==> src/rtl/srp_pkg.sv <==
`timescale 1ns/1ps
package srp_pkg;
  typedef enum logic [2:0] {
    ST_IDLE,
    ST_ADDR,
    ST_AACK,
    ST_DATA,
    ST_MACK
  } srp_state_e;
endpackage

==> src/rtl/srp_sync_edge.sv <==
`timescale 1ns/1ps
module srp_sync_edge #(
  parameter int STAGES   = 2,
  parameter bit IDLE_VAL = 1'b1
) (
  input  logic clk,
  input  logic rst_ni,
  input  logic d_i,
  output logic lvl_o,
  output logic rise_o,
  output logic fall_o
);
  logic [STAGES:0] pipe_q;

  for (genvar g = 0; g <= STAGES; g++) begin : g_stage
    if (g == 0) begin : g_first
      always_ff @(posedge clk or negedge rst_ni) begin
        if (!rst_ni) pipe_q[0] <= IDLE_VAL;
        else         pipe_q[0] <= d_i;
      end
    end else begin : g_next
      always_ff @(posedge clk or negedge rst_ni) begin
        if (!rst_ni) pipe_q[g] <= IDLE_VAL;
        else         pipe_q[g] <= pipe_q[g-1];
      end
    end
  end

  assign lvl_o  = pipe_q[STAGES-1];
  assign rise_o = pipe_q[STAGES-1] & ~pipe_q[STAGES];
  assign fall_o = ~pipe_q[STAGES-1] & pipe_q[STAGES];
endmodule

==> src/rtl/srp_hold_reg.sv <==
`timescale 1ns/1ps
module srp_hold_reg #(
  parameter int W = 8
) (
  input  logic         clk,
  input  logic         rst_ni,
  input  logic         wr_stb_i,
  input  logic [W-1:0] wr_data_i,
  input  logic         take_i,
  output logic [W-1:0] held_o,
  output logic         full_o,
  output logic         ovr_o
);
  logic [W-1:0] data_q, data_d;
  logic         full_q, full_d, ovr_q, ovr_d;

  always_comb begin
    data_d = data_q;
    full_d = full_q;
    ovr_d  = 1'b0;
    if (wr_stb_i && full_q) begin
      ovr_d = 1'b1;
    end else if (wr_stb_i) begin
      data_d = wr_data_i;
      full_d = 1'b1;
    end
    if (take_i) full_d = 1'b0;
  end

  always_ff @(posedge clk or negedge rst_ni) begin
    if (!rst_ni) begin
      data_q <= '0;
      full_q <= 1'b0;
      ovr_q  <= 1'b0;
    end else begin
      data_q <= data_d;
      full_q <= full_d;
      ovr_q  <= ovr_d;
    end
  end

  assign held_o = data_q;
  assign full_o = full_q;
  assign ovr_o  = ovr_q;


  ovr_keep_chk: assert property (@(posedge clk) disable iff (!rst_ni)
    (wr_stb_i && full_q) |=> (ovr_o && $stable(held_o)));

  fill_chk: assert property (@(posedge clk) disable iff (!rst_ni)
    (wr_stb_i && !full_q && !take_i) |=> (full_o && held_o == $past(wr_data_i)));

  take_clear_chk: assert property (@(posedge clk) disable iff (!rst_ni)
    take_i |=> !full_o);
endmodule

==> src/rtl/srp_mode_latch.sv <==
`timescale 1ns/1ps
module srp_mode_latch (
  input  logic clk,
  input  logic rst_ni,
  input  logic soft_rst_i,
  input  logic cs_n_i,
  output logic spi_mode_o
);
  logic cap_q, spi_q, spi_d;

  always_comb begin
    spi_d = spi_q;
    if (cap_q || soft_rst_i) spi_d = ~cs_n_i;
  end

  always_ff @(posedge clk or negedge rst_ni) begin
    if (!rst_ni) begin
      cap_q <= 1'b1;
      spi_q <= 1'b0;
    end else begin
      cap_q <= 1'b0;
      spi_q <= spi_d;
    end
  end

  assign spi_mode_o = spi_q;


  mode_cap_chk: assert property (@(posedge clk) disable iff (!rst_ni)
    soft_rst_i |=> (spi_mode_o == !$past(cs_n_i)));
endmodule

==> src/rtl/srp_read_port.sv <==
`timescale 1ns/1ps
module srp_read_port
  import srp_pkg::*;
#(
  parameter int                ADDR_W      = 7,
  parameter int                DATA_W      = 8,
  parameter int                SYNC_STAGES = 2,
  parameter logic [ADDR_W-1:0] SLAVE_ADDR  = 7'h3A
) (
  input  logic              clk,
  input  logic              rst_n,
  input  logic              soft_rst,
  input  logic              cs_n,
  input  logic              scl_in,
  input  logic              sda_in,
  output logic              sda_o,
  output logic              sda_oe,
  input  logic              wr_stb,
  input  logic [DATA_W-1:0] wr_data,
  output logic              req_n,
  output logic              overrun,
  output logic              spi_mode
);
  localparam int AFRAME = ADDR_W + 1;
  localparam int MAXB   = (AFRAME > DATA_W) ? AFRAME : DATA_W;
  localparam int CNT_W  = $clog2(MAXB + 1);

  // reset: asynchronous assert, synchronous release
  logic rs1_q, rs2_q, rst_ni;
  always_ff @(posedge clk or negedge rst_n) begin
    if (!rst_n) begin
      rs1_q <= 1'b0;
      rs2_q <= 1'b0;
    end else begin
      rs1_q <= 1'b1;
      rs2_q <= rs1_q;
    end
  end
  assign rst_ni = rs2_q;

  logic scl_lvl, scl_rise, scl_fall, sda_lvl, sda_rise, sda_fall;
  srp_sync_edge #(.STAGES(SYNC_STAGES), .IDLE_VAL(1'b1)) u_scl (
    .clk(clk), .rst_ni(rst_ni), .d_i(scl_in),
    .lvl_o(scl_lvl), .rise_o(scl_rise), .fall_o(scl_fall));
  srp_sync_edge #(.STAGES(SYNC_STAGES), .IDLE_VAL(1'b1)) u_sda (
    .clk(clk), .rst_ni(rst_ni), .d_i(sda_in),
    .lvl_o(sda_lvl), .rise_o(sda_rise), .fall_o(sda_fall));

  logic start_det, stop_det;
  assign start_det = sda_fall & scl_lvl;
  assign stop_det  = sda_rise & scl_lvl;

  logic              take, full;
  logic [DATA_W-1:0] held;
  srp_hold_reg #(.W(DATA_W)) u_hold (
    .clk(clk), .rst_ni(rst_ni), .wr_stb_i(wr_stb), .wr_data_i(wr_data),
    .take_i(take), .held_o(held), .full_o(full), .ovr_o(overrun));

  srp_mode_latch u_mode (
    .clk(clk), .rst_ni(rst_ni), .soft_rst_i(soft_rst), .cs_n_i(cs_n),
    .spi_mode_o(spi_mode));

  srp_state_e        state_q, state_d;
  logic [CNT_W-1:0]  cnt_q, cnt_d;
  logic [AFRAME-1:0] addr_q, addr_d;
  logic [DATA_W-1:0] shreg_q, shreg_d;
  logic              chain_q, chain_d, block_q, block_d;

  always_comb begin
    state_d = state_q;
    cnt_d   = cnt_q;
    addr_d  = addr_q;
    shreg_d = shreg_q;
    chain_d = chain_q;
    block_d = block_q;
    take    = 1'b0;
    if (soft_rst || spi_mode) begin
      state_d = ST_IDLE;
      cnt_d   = '0;
      chain_d = 1'b0;
      block_d = 1'b0;
    end else if (start_det) begin
      state_d = ST_ADDR;
      cnt_d   = '0;
      chain_d = 1'b0;
      block_d = 1'b0;
    end else begin
      case (state_q)
        ST_ADDR: begin
          if (stop_det) begin
            state_d = ST_IDLE;
          end else if (scl_rise) begin
            addr_d = {addr_q[AFRAME-2:0], sda_lvl};
            cnt_d  = cnt_q + CNT_W'(1);
          end else if (scl_fall && cnt_q == CNT_W'(AFRAME)) begin
            cnt_d   = '0;
            state_d = (addr_q[AFRAME-1:1] == SLAVE_ADDR && addr_q[0]) ? ST_AACK : ST_IDLE;
          end
        end
        ST_AACK: begin
          if (scl_rise) begin
            cnt_d = CNT_W'(1);
          end else if (scl_fall && cnt_q == CNT_W'(1)) begin
            state_d = ST_DATA;
            cnt_d   = '0;
            take    = full;
            shreg_d = full ? held : '1;
          end
        end
        ST_DATA: begin
          if (scl_rise) begin
            cnt_d = cnt_q + CNT_W'(1);
            if (cnt_q == CNT_W'(DATA_W - 1)) begin
              if (full) chain_d = 1'b1;
              else      block_d = 1'b1;
            end
          end else if (scl_fall && cnt_q != '0) begin
            if (cnt_q == CNT_W'(DATA_W)) begin
              state_d = ST_MACK;
              cnt_d   = '0;
            end else begin
              shreg_d = {shreg_q[DATA_W-2:0], 1'b1};
            end
          end
        end
        ST_MACK: begin
          if (scl_rise) begin
            cnt_d   = CNT_W'(1);
            block_d = 1'b0;
          end else if (scl_fall && cnt_q == CNT_W'(1)) begin
            cnt_d   = '0;
            chain_d = 1'b0;
            if (chain_q) begin
              state_d = ST_DATA;
              take    = 1'b1;
              shreg_d = held;
            end else begin
              state_d = ST_IDLE;
            end
          end
        end
        default: ;
      endcase
    end
  end

  always_ff @(posedge clk or negedge rst_ni) begin
    if (!rst_ni) begin
      state_q <= ST_IDLE;
      cnt_q   <= '0;
      addr_q  <= '0;
      shreg_q <= '1;
      chain_q <= 1'b0;
      block_q <= 1'b0;
    end else begin
      state_q <= state_d;
      cnt_q   <= cnt_d;
      addr_q  <= addr_d;
      shreg_q <= shreg_d;
      chain_q <= chain_d;
      block_q <= block_d;
    end
  end

  assign sda_oe = (state_q == ST_AACK) || (state_q == ST_DATA);
  assign sda_o  = (state_q == ST_DATA) ? shreg_q[DATA_W-1] : 1'b0;
  assign req_n  = ~full | block_q;


  sda_hold_chk: assert property (@(posedge clk) disable iff (!rst_ni)
    (scl_lvl && $past(scl_lvl) && !$past(start_det) && !$past(soft_rst))
      |-> ($stable(sda_oe) && $stable(sda_o)));

  req_block_chk: assert property (@(posedge clk) disable iff (!rst_ni)
    (state_q == ST_DATA && scl_rise && cnt_q == CNT_W'(DATA_W - 1) && !full
       && !soft_rst && !spi_mode && !start_det) |=> req_n);

  chain_load_chk: assert property (@(posedge clk) disable iff (!rst_ni)
    (state_q == ST_MACK && scl_fall && cnt_q == CNT_W'(1) && chain_q
       && !soft_rst && !spi_mode && !start_det) |=> (sda_oe && !full));

  spi_quiet_chk: assert property (@(posedge clk) disable iff (!rst_ni)
    spi_mode |-> !sda_oe);
endmodule

==> config.mk <==
export PLATFORM = sky130hd
export DESIGN_NAME = srp_read_port
export DESIGN_NICKNAME = d
export VERILOG_FILES = /design/src/rtl/srp_pkg.sv /design/src/rtl/srp_sync_edge.sv /design/src/rtl/srp_hold_reg.sv /design/src/rtl/srp_mode_latch.sv /design/src/rtl/srp_read_port.sv
export SDC_FILE = /design/constraint.sdc
export NUM_CORES = 1
export LEC_CHECK = 0
export ABC_AREA = 1
export BUFFER_PORTS_ARGS = -buffer_cell sky130_fd_sc_hd__buf_2
export CORE_MARGIN = 1
export CORE_UTILIZATION = 28
export CTS_CLUSTER_DIAMETER = 150
export DETAILED_ROUTE_END_ITERATION = 10
export GPL_ROUTABILITY_DRIVEN = 1
export HOLD_SLACK_MARGIN = 0.05
export PLACE_DENSITY = 0.53
export SYNTH_ARGS = -nofsm -noshare
export SYNTH_HDL_FRONTEND = slang
export SYNTH_SLANG_ARGS = --single-unit
==> constraint.sdc <==
create_clock -name clk -period 3.3 [get_ports clk]
set_input_delay 0.33 -clock clk [delete_from_list [all_inputs] [get_ports clk]]
set_output_delay 0.33 -clock clk [all_outputs]
set_load 0.05 [all_outputs]
### After elaboration in Yosys (flattened, before gate mapping)

Index checks and enable logic that the tools add are counted.

* logic and storage cells: 160
* output and inout bits: 5
* bits of input ports: 15
* flip-flop bits (word level): 45

* reduce and logical (&&, ||, !) cells: 23
* equality and inequality tests: 36
* mux-type cells: 64
* bitwise operators: 17
* $add $sub $neg: 1

Operators by type and width (count)
* $mux 8: 9
* $ne 4x4->1 const B: 12
* $mux 4: 10
* $mux 3: 12
* $mux 1: 25
* $ne 5x5->1 const B: 5
* $pmux 8 s3: 1
* $ne 2x2->1 const B: 9
* $pmux 3 s4: 1
* $pmux 4 s3: 1
* $reduce_and 6->1: 2
* $reduce_and 11->1: 1
* $not 1->1: 10
* $reduce_and 10->1: 1
* $reduce_and 5->1: 2
* $reduce_bool 4->1: 2
* $eq 7x6->1 const B: 1
* $and 1x1->1: 6
* $eq 3x2->1 const B: 2
* $pmux 1 s2: 3
* $reduce_bool 6->1: 1
* $logic_and 1x1->1: 5
* $ne 5x1->1 const B: 1
* $reduce_bool 5->1: 1
* 14 further kinds: 18

### Logic depth before layout (Yosys ltp)

* depth in word-level cells: 10
* depth in mapped cells: 11
* gate-level depth less buffers: 11

### By module

Synthesis repeated with hierarchy kept, for this count alone.

* cell total of the unflattened synthesis: 293
* area total of the unflattened synthesis: 2309.7 sq um

Modules (own cells, without submodules)
* srp_read_port: seq. area each 685.7 sq um, area an instance 1664.1 sq um, instances 1, cells an instance 230
* srp_hold_reg: seq. area each 250.2 sq um, area an instance 382.9 sq um, instances 1, cells an instance 41
* srp_sync_edge: seq. area each 78.8 sq um, area an instance 93.8 sq um, instances 2, cells an instance 7
* srp_mode_latch: seq. area each 51.3 sq um, area an instance 75.1 sq um, instances 1, cells an instance 8

### Least setup slack after synthesis

Ideal clock, no wire load.

* path kind: register -> output
* from: register state_q[2]
* to: output sda_o
* data arrival time: 1.455 ns
* buffers on the path: 1
* data required time: 2.970 ns
* cell stages (with the launch flop): 5
* path slack: 1.515 ns
* path through: dfrtp_1 -> inv_2 -> nand3_4 -> buf_4 -> nor2_1

* cells in the longest elaborated chain, start to end: 2

Ends and longest elaborated chain
* start, declared: line srp_read_port.sv:63 `srp_state_e state_q, state_d;`
* start signal, assigned: line srp_read_port.sv:156 `state_q <= state_d;`
* $eq 3x2->1: line srp_read_port.sv:166 `assign sda_o = (state_q == ST_DATA) ? shreg_q[DATA_W-1] : 1'b0;`
* $mux 1: line srp_read_port.sv:166
* end, declared: line srp_read_port.sv:16 `output logic sda_o,`

Every way passes these cells.

### Final worst setup path

Same ends and word-level chain as after synthesis.

==> flow_summary_export.csv <==
group,metric,value,unit
timing,worstMarginPinSlew,0.9166,ns
critical_path,critPathRequiredTime,2.97,ns
timing,fmax,547.8,MHz
drt,drt_iter0_drc,91,
power_and_ir_drop,switching_share,25.04,%
drt,top_layer,"met4",
timing,setup_violations,0,
clock_tree,cts_sinks,45,
critical_path,arrival,1.50,ns
timing,slew_viol_final,0,
synthesis,ys_ff_latch,45,
drt,wl,4474,µm
drt,wl_per_cell,10.75,µm
finish,final_common_cell,"nand2_1",
drt,met3_length,92,µm
clock_tree,clk_pin_slew_worst_paths,0.09,ns
power_and_ir_drop,leakage,0.001315,µW
critical_path,r2r-start,"cnt_q[0]",
global_routing,grt_pass1_vias,1710,
timing,max_slew_margin,38.89,%
clock_tree,cts-root-buf,"clkbuf_8",
critical_path,r2r_slack,1.55,ns
power_and_ir_drop,combPwrFrac,8.1,%
timing,skew,0.008992,ns
floorplanning,fp-row-count,32,
clock_tree,htreeDepth,2,
finish,area_delta_synth_final,12.81,%
clock_tree,numCtsBuffers,5,
power_and_ir_drop,cellPowerDensity,396.5,nW/µm²
drt,final_antenna_net_count,0,
clock_tree,insertion_delay,0.30,ns
synthesis,syn_area,2333,µm²
timing,hold_viol,0,
floorplanning,die_y,93.29,µm
global_routing,antenna_found_initial,0,
critical_path,critPathKind,"flop to primary output",
drt,dr.pass1.iters,4,
timing,grt_setup_unrepaired,"false",
status,status,"completed",
global_routing,track_usage,11.67,%
placed_design,hpwl,3287,µm
timing,fin_crit_sh,55.32,%
timing,layout_min_cycle_time,1.826,ns
power_and_ir_drop,ir_drop,214.0,µV
placed_design,port_buffers,19,
placed_design,gp_congestion,0.8404,
floorplanning,die_w,93.29,µm
power_and_ir_drop,intPower,782.3,µW
finish,antenna_cells,0,
synthesis,syn-num-nets,309,
critical_path,critPathMaxFanout,14,
drt,viasPerCell,4.428,
floorplanning,dieArea,8703,µm²
synthesis,postSynthCellCount,291,
finish,fin_nets,331,
synthesis,ys_warn_count,0,
hold_path,whs_endpoint,"u_sda.pipe_q[0]",
critical_path,start_kind,"flop",
global_routing,grt_overflow_total,0,
timing,hold_slack,0.1302,ns
synthesis,synth_ff_type,"dfrtp_1",
floorplanning,start_util,29.58,%
drt,routedLengthMet1,2247,µm
clock_tree,clockBufferDepth,2,
power_and_ir_drop,p_seq_share,58.0,%
critical_path,r2r_end,"cnt_q[0]",
finish,fillers,830,
clock_tree,cts_tree,"built",
synthesis,postSynthAreaPerCell,8.019,µm²
finish,layout_common_cells,"nand2_1, nor2_1, inv_1, nand3_1, dfrtp_1",
floorplanning,ios,20,
synthesis,async_flop_share,100.0,%
synthesis,synth_edf_count,0,
global_routing,grt_start_max_net_pins,44,
hold_path,hold_path_depth,1,
critical_path,cp-end-kind,"primary output",
drt,drc,0,
hold_path,hold_path_class,"input port to flop",
hold_path,hp-start,"sda_in",
power_and_ir_drop,p_sw,261.4,µW
floorplanning,core,7888,µm²
power_and_ir_drop,clockPowerShare,34.0,%
global_routing,grt_pass1_wl,7990,µm
timing,tns,0,ns
finish,drive_above_1_share,21.97,%
synthesis,yosysSeqAreaShare,49.06,%
drt,num_vias,1842,
drt,met2WireLength,2044,µm
synthesis,yosysUniqueCellTypes,31,
flow_run,maxCapViolations,0,
critical_path,reg2reg_depth,11,
## cells by family (layout without fill, tap and decap cells)
logic type | count (synthesis) | count (layout) | synth area share, %
DFF | 45 | 45 | 49.06
xor gates and xnor gates | 2 | 2 | 0.7508
and+or+nand+nor | 157 | 157 | 31.15
buffers and inverters | 43 | 66 | 7.346
adders and majority gates | 3 | 3 | 1.609
other | 2 | 2 | 0.3218
muxes | 1 | 1 | 0.4825
AOI/OAI and AO/OA | 38 | 38 | 9.276
## power groups by stage
stage	Combinational, µW	Clock [µW]	Sequential (µW)
3_3_place_gp	81.8	0	616
6_report	84.1	354	605
3_5_place_dp	83.4	0	617
4_1_cts	84.6	374	607
2_1_floorplan	54.7	0	616
5_1_grt	95.8	391	611
## area by class of cell
| cell class | instances | area (µm²) | area share, % |
|---|---|---|---|
| multi-input cells | 203 | 1017 | 38.64 |
| repair buffers | 20 | 105.1 | 3.992 |
| inverters | 38 | 142.6 | 5.418 |
| well taps | 102 | 127.6 | 4.848 |
| clock inverters | 1 | 7.507 | 0.2852 |
| flip-flops and latches | 45 | 1146 | 43.54 |
| clock buffers | 7 | 86.33 | 3.279 |
## timing repair
action                     4_1_cts  5_1_grt
setup endpoints to repair        0        0
hold buffers                     1        0
hold endpoints to repair         2        0
gates resized for setup          0        0
buffers inserted                 0        0
## worst max-delay path by stage
stage	from	endpoint	slack, ns
global placement	u_sda.lvl_o	addr_q[5]	1.58
global route	cnt_q[0]	cnt_q[1]	1.36
floorplan	state_q[2]	sda_o	1.51
finish	state_q[2]	sda_o	1.47
CTS	state_q[2]	sda_o	1.43
detailed placement	cnt_q[0]	cnt_q[0]	1.57
## metal layers
layer | track usage, % | vias to the layer above
li1 | - | 955
met1 | 15.53 | 857
met2 | 18.75 | 22
met3 | 1.545 | 8
met4 | 5.513 | 0
met5 | 0 | -
## registers in the layout, summed over array words and instances (netlist names)
name / count
rs2_q: 1
u_hold.held_o: 8
state_q: 3
rs1_q: 1
u_mode.cap_q: 1
u_sda.pipe_q: 2
u_hold.ovr_o: 1
u_scl.lvl_o: 1
u_scl.pipe_q: 2
chain_q: 1
u_mode.spi_mode_o: 1
shreg_q: 8
cnt_q: 4
u_sda.lvl_o: 1
addr_q: 8
block_q: 1
u_hold.full_o: 1
## worst max-delay path, stage by stage (launching register included)
cell and delay (ns):
dfrtp_1 0.45, inv_2 0.12, nand3_4 0.20, nor2_1 0.15, buf_2 0.27
## cell usage after synthesis (2+ instances only)
cell	number	share of area, %
o21ai_0	9	1.9
a21oi_2	2	0.75
ha_1	3	1.6
buf_2	2	0.43
a21oi_1	18	3.9
conb_1	2	0.32
nand2_4	3	1.4
nand2_1	66	11
buf_4	2	0.64
nor2_1	40	6.4
nand2_2	5	1.3
dfstp_2	15	17
inv_1	30	4.8
dfrtp_1	30	32
o21ai_1	7	1.5
nand4_1	4	1.1
nor2_2	4	1.1
inv_2	8	1.3
nand3_1	29	6.2
## metrics by stage
stage	power (µW)	cell area (µm²)	setup slack (ns)	instances	utilization [%]
after floorplan	670.9	2333	1.515	291	-
after global placement	697.9	2529	1.580	407	32.06
after detailed placement	700.2	2529	1.566	407	32.06
after CTS	1065	2633	1.427	416	33.38
after global routing	1098	2633	1.359	416	33.38
final	1044	2633	1.474	416	33.38
No activity file was read; power rests on OpenSTA's default activity.
